--- config.mk ---
export PLATFORM = sky130hd
export DESIGN_NAME = bridge_fault_sup
export DESIGN_NICKNAME = d
export VERILOG_FILES = /design/src/rtl/bfs_pkg.sv /design/src/rtl/bfs_filter.sv /design/src/rtl/bfs_fault_latch.sv /design/src/rtl/bfs_cycle_limit.sv /design/src/rtl/bridge_fault_sup.sv
export SDC_FILE = /design/constraint.sdc
export NUM_CORES = 1
export LEC_CHECK = 0
export ABC_AREA = 1
export BUFFER_PORTS_ARGS = -buffer_cell sky130_fd_sc_hd__buf_2
export CAP_MARGIN = 20
export CORE_ASPECT_RATIO = 0.9
export CORE_UTILIZATION = 55
export DETAILED_ROUTE_END_ITERATION = 12
export PLACE_DENSITY_LB_ADDON = 0.3
export SYNTH_ARGS = -nofsm -noshare
export SYNTH_HDL_FRONTEND = slang
export SYNTH_SLANG_ARGS = --single-unit
--- constraint.sdc ---
create_clock -name clk -period 1.98 [get_ports clk]
set_clock_uncertainty 0.05 [all_clocks]
set_input_delay 0.396 -clock clk [delete_from_list [all_inputs] [get_ports clk]]
set_output_delay 0.396 -clock clk [all_outputs]
set_load 0.05 [all_outputs]
--- src/rtl/bfs_pkg.sv ---
package bfs_pkg;
  localparam int NDET   = 3;
  localparam int IDX_SC = 0;
  localparam int IDX_OT = 1;
  localparam int IDX_OC = 2;
endpackage

--- src/rtl/bfs_filter.sv ---
module bfs_filter #(
  parameter int SYNC_STAGES = 2,
  parameter int CNT_W       = 4
) (
  input  logic             clk,
  input  logic             rst_n,
  input  logic [CNT_W-1:0] len,
  input  logic             din,
  output logic             qual
);
  logic [SYNC_STAGES-1:0] sr;
  logic [CNT_W-1:0]       run, run_n;
  logic                   s;

  function automatic logic [CNT_W-1:0] sat_inc(input logic [CNT_W-1:0] v);
    return (&v) ? v : v + 1'b1;
  endfunction

  function automatic logic [CNT_W-1:0] eff_len(input logic [CNT_W-1:0] v);
    return (v == '0) ? {{(CNT_W-1){1'b0}}, 1'b1} : v;
  endfunction

  assign s     = sr[SYNC_STAGES-1];
  assign run_n = s ? sat_inc(run) : '0;

  always_ff @(posedge clk or negedge rst_n) begin
    if (!rst_n) begin
      sr   <= '0;
      run  <= '0;
      qual <= 1'b0;
    end else begin
      sr   <= {sr[SYNC_STAGES-2:0], din};
      run  <= run_n;
      qual <= s && (run_n >= eff_len(len));
    end
  end

  // a synchronized low drops the qualified output on the next edge
  p_qual_needs_input_r2: assert property (@(posedge clk) disable iff (!rst_n)
    !s |=> !qual);
  // the run counter restarts after any synchronized low
  p_run_restart_r2: assert property (@(posedge clk) disable iff (!rst_n)
    !s |=> (run == '0));
endmodule

--- src/rtl/bfs_fault_latch.sv ---
module bfs_fault_latch (
  input  logic clk,
  input  logic rst_n,
  input  logic set_req,
  input  logic any_active,
  input  logic dis_in,
  output logic fault,
  output logic dis_fall
);
  logic dis_q;

  assign dis_fall = dis_q & ~dis_in;

  always_ff @(posedge clk or negedge rst_n) begin
    if (!rst_n) begin
      dis_q <= 1'b0;
      fault <= 1'b0;
    end else begin
      dis_q <= dis_in;
      if (set_req)
        fault <= 1'b1;
      else if (dis_fall && !any_active)
        fault <= 1'b0;
    end
  end

  // a qualified latching cause sets the fault on the next edge
  p_fault_set_r4: assert property (@(posedge clk) disable iff (!rst_n)
    set_req |=> fault);
  // without a disable falling edge the fault holds
  p_fault_hold_r7: assert property (@(posedge clk) disable iff (!rst_n)
    (fault && !dis_fall) |=> fault);
  // an active detector blocks the clear
  p_clear_blocked_r7: assert property (@(posedge clk) disable iff (!rst_n)
    (fault && any_active) |=> fault);
endmodule

--- src/rtl/bfs_cycle_limit.sv ---
module bfs_cycle_limit (
  input  logic clk,
  input  logic rst_n,
  input  logic cmp,
  input  logic blank,
  input  logic cyc_start,
  output logic limit
);
  logic trip;

  assign trip = cmp & ~blank;

  always_ff @(posedge clk or negedge rst_n) begin
    if (!rst_n) limit <= 1'b0;
    else        limit <= trip | (limit & ~cyc_start);
  end

  // the limit holds until a cycle start
  p_limit_hold_r8: assert property (@(posedge clk) disable iff (!rst_n)
    (limit && !cyc_start) |=> limit);
  // an unblanked trip sets the limit
  p_limit_trip_r8: assert property (@(posedge clk) disable iff (!rst_n)
    (cmp && !blank) |=> limit);
  // a blanked comparator cannot start a limit
  p_limit_blank_r9: assert property (@(posedge clk) disable iff (!rst_n)
    (blank && !limit) |=> !limit);
endmodule

--- src/rtl/bridge_fault_sup.sv ---
module bridge_fault_sup #(
  parameter int SYNC_STAGES = 2,
  parameter int CNT_W       = 4
) (
  input  logic             clk,
  input  logic             rst_n,
  input  logic [CNT_W-1:0] cfg_filt_len,
  input  logic             therm_en,
  input  logic             sc_det,
  input  logic             ot_det,
  input  logic             oc_det,
  input  logic             ilim_cmp,
  input  logic             cyc_start,
  input  logic             sw_edge,
  input  logic             disable_in,
  output logic             force_off,
  output logic             fault,
  output logic             sc_flag,
  output logic             tlim_flag
);
  import bfs_pkg::*;

  logic [NDET-1:0] det_raw, det_q;
  logic            sc_q, ot_q, oc_q, ot_live;
  logic            latch_set, any_active, dis_fall, limit;

  assign det_raw[IDX_SC] = sc_det;
  assign det_raw[IDX_OT] = ot_det;
  assign det_raw[IDX_OC] = oc_det;

  for (genvar i = 0; i < NDET; i++) begin : g_filt
    bfs_filter #(.SYNC_STAGES(SYNC_STAGES), .CNT_W(CNT_W)) u_filt (
      .clk  (clk),
      .rst_n(rst_n),
      .len  (cfg_filt_len),
      .din  (det_raw[i]),
      .qual (det_q[i])
    );
  end

  assign sc_q       = det_q[IDX_SC];
  assign ot_q       = det_q[IDX_OT];
  assign oc_q       = det_q[IDX_OC];
  assign ot_live    = ot_q & therm_en;
  assign latch_set  = oc_q | ot_live;
  assign any_active = sc_q | oc_q | ot_live;

  bfs_fault_latch u_latch (
    .clk       (clk),
    .rst_n     (rst_n),
    .set_req   (latch_set),
    .any_active(any_active),
    .dis_in    (disable_in),
    .fault     (fault),
    .dis_fall  (dis_fall)
  );

  bfs_cycle_limit u_limit (
    .clk      (clk),
    .rst_n    (rst_n),
    .cmp      (ilim_cmp),
    .blank    (sw_edge),
    .cyc_start(cyc_start),
    .limit    (limit)
  );

  assign sc_flag   = sc_q;
  assign tlim_flag = ot_live;
  assign force_off = fault | sc_q | limit | disable_in;

  // disable acts on force-off with no delay
  p_disable_off_r10: assert property (@(posedge clk) disable iff (!rst_n)
    disable_in |-> force_off);
  // a latched fault keeps the bridge off
  p_fault_off_r10: assert property (@(posedge clk) disable iff (!rst_n)
    fault |-> force_off);
  // a short circuit alone never sets the latch
  p_sc_no_latch_r3: assert property (@(posedge clk) disable iff (!rst_n)
    (!fault && !oc_q && !ot_live) |=> !fault);
  // a fault appears only with a latching cause on the previous edge
  p_fault_cause_r6: assert property (@(posedge clk) disable iff (!rst_n)
    $rose(fault) |-> $past(oc_q || (ot_q && therm_en)));
endmodule

Word-level counts from Yosys, hierarchy flattened

Cells that the tools add are included.

Flip-flop bits (word level): 24
Logic and storage cells: 51
Output and inout bits: 4
Bits of input ports: 14

$lt $le $gt $ge: 3
Bitwise operators: 14
Mux-type cells: 9
Reductions and logical operators: 10
Add/sub/neg operators: 3

Operators with widths:

| cell                                                           | number |
|---|---|
| 4-bit two-way mux                                              | 7 |
| 4-bit by 1-bit adder with 4-bit output (second input constant) | 3 |
| 4-bit greater-or-equal comparator                              | 3 |
| 4-bit AND reduction                                            | 3 |
| 1-bit OR                                                       | 7 |
| 1-bit AND                                                      | 4 |
| 1-bit logical AND                                              | 4 |
| 4-bit logical NOT                                              | 1 |
| 1-bit inverter                                                 | 3 |
| 1-bit two-way mux                                              | 2 |
| 2-bit nonzero test                                             | 1 |
| 1-bit logical NOT                                              | 1 |

Logic depth before layout (Yosys ltp)

Word-level depth: 6
Gate-level depth with buffers: 14
Mapped depth without buffers: 14

By module

Synthesis repeated with hierarchy kept, for this count alone.

Cell total of the unflattened synthesis: 166
Area total of the unflattened synthesis: 1345.0 um^2

Modules (own cells, without submodules):

| module           | cells an instance | area an instance (um^2) | seq. area each (um^2) | instances |
|---|---|---|---|---|
| bfs_filter       | 47                | 395.4                   | 175.2                 | 3 |
| bfs_fault_latch  | 10                | 81.3                    | 50.0                  | 1 |
| bfs_cycle_limit  | 6                 | 43.8                    | 25.0                  | 1 |
| bridge_fault_sup | 9                 | 33.8                    | 0.0                   | 1 |

Worst setup path before layout

No wires, ideal clock.

Kind: reg2reg
Start: reg g_filt[1].u_filt.run[0]
End: reg g_filt[1].u_filt.qual
Slack: 272 ps
Arrival time: 1545 ps
Library setup time: 113 ps
Clock period less this slack: 1708 ps
Path buffers: 0
Stages on the path, launching flop included: 11
Required time: 1817 ps
Cells stage by stage: dfrtp_1 > ha_1 > nand2_1 > inv_1 > nor3_1 > nor2_1 > ha_1 > a21oi_1 > nand3_1 > nand2_1 > inv_1

Cells in the longest elaborated chain, start to end: 5
Elaborated cells between the ends (all ways): 6
Classes of those cells: add/sub: 1; order compare: 1; mux: 2; reduce/logical: 2

RTL lines:

| element                                                                              | line             | text |
|---|---|---|
| start: declaration                                                                   | bfs_filter.sv:12 | `logic [CNT_W-1:0] run, run_n;` |
| start signal: assignment                                                             | bfs_filter.sv:33 | `run <= run_n;` |
| 4-bit by 1-bit adder with 4-bit output / 4-bit AND reduction (equally long branches) | bfs_filter.sv:16 | `return (&v) ? v : v + 1'b1;` |
| 4-bit two-way mux *                                                                  | bfs_filter.sv:16 |  |
| 4-bit two-way mux *                                                                  | bfs_filter.sv:24 | `assign run_n = s ? sat_inc(run) : '0;` |
| named net g_filt[1].u_filt.run_n[3]                                                  | bfs_filter.sv:12 |  |
| 4-bit greater-or-equal comparator *                                                  | bfs_filter.sv:34 | `qual <= s && (run_n >= eff_len(len));` |
| 1-bit logical AND *                                                                  | bfs_filter.sv:34 |  |
| end signal: assignment                                                               | bfs_filter.sv:34 |  |
| end: declaration                                                                     | bfs_filter.sv:9  | `output logic qual` |

Mark *: on every way through the listed nets, which the timed path passes. The rest lies on a longest branch.
A chain may end at the register's enable or synchronous reset.

Worst setup path after layout

Start: reg g_filt[0].u_filt.run[0]
End: reg g_filt[0].u_filt.qual

Cells in the longest elaborated chain, start to end: 5
Elaborated cells between the ends (all ways): 6
Classes of those cells: add/sub: 1; order compare: 1; mux: 2; reduce/logical: 2

RTL lines:

| element                                                                              | line |
|---|---|
| start: declaration                                                                   | bfs_filter.sv:12 |
| start signal: assignment                                                             | bfs_filter.sv:33 |
| 4-bit by 1-bit adder with 4-bit output / 4-bit AND reduction (equally long branches) | bfs_filter.sv:16 |
| 4-bit two-way mux *                                                                  | bfs_filter.sv:16 |
| 4-bit two-way mux *                                                                  | bfs_filter.sv:24 |
| named net g_filt[0].u_filt.run_n[1]                                                  | bfs_filter.sv:12 |
| 4-bit greater-or-equal comparator *                                                  | bfs_filter.sv:34 |
| 1-bit logical AND *                                                                  | bfs_filter.sv:34 |
| end signal: assignment                                                               | bfs_filter.sv:34 |
| end: declaration                                                                     | bfs_filter.sv:9 |

Marks and branches as above.

==> key figures <==
Floorplanning
  – Die Span Y: 47.4 um
  – Die Area: 0.00249 sq mm
  – Std cell rows: 16
  – Ports: 18
  – Core Area: 0.00216 sq mm
  – DIE WIDTH: 52.5 um
  – Initial Util: 58.3%

Power and ir drop
  – Tot Pwr: 1000 uW
  – Pwr per Cell Area: 702 mW/mm^2
  – Leak: 0.000832 uW
  – VDD IR-drop max: 0.000487 V

Setup path
  – CP Class: reg2reg
  – Crit Path Max Fanout: 4
  – Crit-path cells: ha_1 -> nand3_2 -> o21ai_0 -> a21oi_1 -> ha_1 -> nand2_1 -> nand2_1 -> nand2_1 -> nand3_1 -> nand2_1 -> inv_1
  – CP max stage cell: dfrtp_1
  – Element type at the critical path end: flip-flop
  – Worst Setup SP: g_filt[0].u_filt.run[0]$_DFF_PN0_
  – Arr. time, crit path: 2020 ps
  – CP Data Required Time: 2150 ps
  – CP peak stage delay: 420 ps
  – Most frequent CP cell: nand2_1
  – Startpoint types: flip-flop
  – Worst r2r src: g_filt[0].u_filt.run[0]$_DFF_PN0_

Global routing
  – Global-route usage over all layers: 20.9%
  – Largest net degree at the start of global routing: 25
  – Vias in the first global route: 1008
  – Initial antenna violation count: 0
  – First-pass GRT wire length: 3.71 mm
  – Grt ovf: 0

Place
  – PortBufs: 17
  – Gpl congestion: 0.769
  – DP Wirelength: 1.85 mm
  – Placed instance count: 188
  – Pre-CTS WS: 119 ps

Timing
  – Final Hold Viols: 24
  – Period minus WS final: 1850 ps
  – Final hold slack: -9.39 ps
  – Worst slew pin tran: 514 ps
  – Final period util: 93.3%
  – RSZ-0062 raised after global routing: yes
  – Pins Over Slew Limit: 0
  – Fmax: 541 MHz
  – Final setup viols: 0
  – Post-route setup slack: 132 ps
  – Slew headroom: 65.7%

Route
  – Iter 0 DRT Violations: 20
  – First-pass DRT Iterations: 4
  – Antenna violation net count after detailed routing: 0
  – Post-route DRC: 0
  – Final wirelength: 2.33 mm
  – Vias: 1024
  – Via-to-Cell Ratio: 5.31
  – DR WL/cell: 12.1 um

Job
  – Number of max-cap violations: 0

Synth
  – Simple-Gate Fraction of Synth Area: 20.8%
  – Synthesized flop and latch total: 24
  – Mux share of post-synthesis cell area: 0%
  – Sequential cell area fraction in the yosys report: 47.7%
  – Share of the synthesized area in the top cell type: 47.7%
  – Synth Area in Compound Gates: 7.75%
  – Avg Inst Size Synth: 8.75 sq um
  – Largest area contributor in the netlist: dfrtp_1
  – Synth Area in Adders: 14.9%
  – XOR/XNOR share of the synthesized area: 0%
  – Largest cells by area after synthesis: dfrtp_1 48%, ha_1 15%, inv_1 8.9%
  – Syn_nets: 173
  – Syn Std Cell Area: 0.00126 sq mm
  – Synthesized instance count: 144
  – Largest family of logic cells by synthesized area: simple AND/OR/NAND/NOR gates
  – Yosys warnings: 0
  – Unique masters post-synth: 15

Layout
  – Synthesis-to-layout area growth: 13.4%
  – Fin cells: 193
  – Antenna Cells: 0
  – Fillers: 179
  – Final-stage net count: 196
  – Share of layout cells above drive strength 1: 18.7%

Clock tree
  – Clock Tree Root: clkbuf_4
  – CTS max path bufs: 2
  – CTS clk-pin slew, worst paths: 130 ps
  – Hold buffers post-CTS: 0
  – Num CTS Buffers: 3
  – TritonCTS clock tree: done
  – H-tree Lvls: 1
  – Sink Count: 24
  – Skew-Pair Late Insertion Delay: 310 ps

Outcome
  – Status: complete, but fails checks
  – Failing checks: hold timing

Worst hold path
  – Worst min path class: in2async
cell usage in the layout (no fill, tap or decap), drive strengths merged:
master  instances
ha             15
a21oi           8
nor2           10
o21ai           6
inv            30
o22ai           1
nand4           3
nand2          30
clkbuf          4
nand3          11
a31o            1
dfrtp          24
nor3            3
a31oi           2
buf            18
worst max-delay path, delay by kind of cell, from the launching register on:
family,cells,cell delay [ps]
and+or+nand+nor,6,440
buffers and inverters,1,40
DFF,1,420
adders and majority gates,2,540
AOI/OAI and AO/OA,2,280
Yosys cell counts:
master   instances
o22ai_1          1
nor2_2           3
inv_1           30
o21ai_0          6
nor3_1           3
a21oi_1          8
a31o_2           1
ha_1            15
dfrtp_1         24
nand3_1          8
a31oi_1          2
nor2_1           7
nand3_2          3
nand4_1          3
nand2_1         30
metal layers:
| layer | wire (um) | global-route usage, % | vias up |
|---|---|---|---|
| li1 | - | - | 508 |
| met1 | 997 | 21.3 | 483 |
| met2 | 1200 | 40.3 | 23 |
| met3 | 63 | 3.24 | 10 |
| met4 | 63 | 13.7 | 0 |
| met5 | 0 | 0 | - |
report_power, final:
part	internal, uW	leakage [uW]	switching (uW)	total [uW]
sequential	524	0.000307	25.2	549
combinational	70.3	0.000504	133	203
clock	112	0.0000210	138	250
flip-flops by register name, summed over array words and instances (netlist names):
name and flops:
g_filt.u_filt.sr 6, u_limit.limit 1, g_filt.u_filt.run 12, g_filt.u_filt.qual 3, u_latch.dis_q 1, u_latch.fault 1
path summary, 6_finish.rpt:
kind | to | slack [ps] | cells past startpoint
worst max-delay path | g_filt[0].u_filt.qual$_DFF_PN0_ | 130 | 11
worst min-delay path | g_filt[1].u_filt.sr[1]$_DFF_PN0_ | -9 | 1
worst max register to register | g_filt[0].u_filt.qual$_DFF_PN0_ | 130 | 11
worst min register to register | g_filt[2].u_filt.sr[1]$_DFF_PN0_ | 310 | 0
max in group asynchronous | g_filt[1].u_filt.sr[0]$_DFF_PN0_ | 1540 | 1
min in group clk | g_filt[0].u_filt.sr[0]$_DFF_PN0_ | 140 | 1
through the flow:
step | cell area (sq um) | util, % | setup TNS [ps]
2_1_floorplan | 1260 | - | 0
3_3_place_gp | 1380 | 63.8 | 0
3_5_place_dp | 1380 | 63.8 | 0
4_1_cts | 1420 | 65.5 | 0
5_1_grt | 1430 | 66.1 | -29.8
6_report | 1430 | 66.1 | 0
what timing repair did:
| item | CTS | global route |
|---|---|---|
| setup buffers | 0 | 1 |
| setup endpoints to repair | 0 | 3 |
| gates resized for setup | 0 | 2 |
area by class of cell:
class                      count  area [sq um]  area share [%]
inverter                      30           113            7.88
timing repair buffer          18          92.6            6.48
multi-input combinational     90           553            38.7
sequential                    24           601            42.0
clock buffer                   4          36.3            2.54
tap                           27          33.8            2.36
logic make-up after synthesis:
| logic type | after synthesis |
|---|---|
| and+or+nand+nor | 57 |
| buffers and inverters | 30 |
| DFF | 24 |
| AOI/OAI and AO/OA | 18 |
| adders and majority gates | 15 |
(Power assumes the default switching activity.)
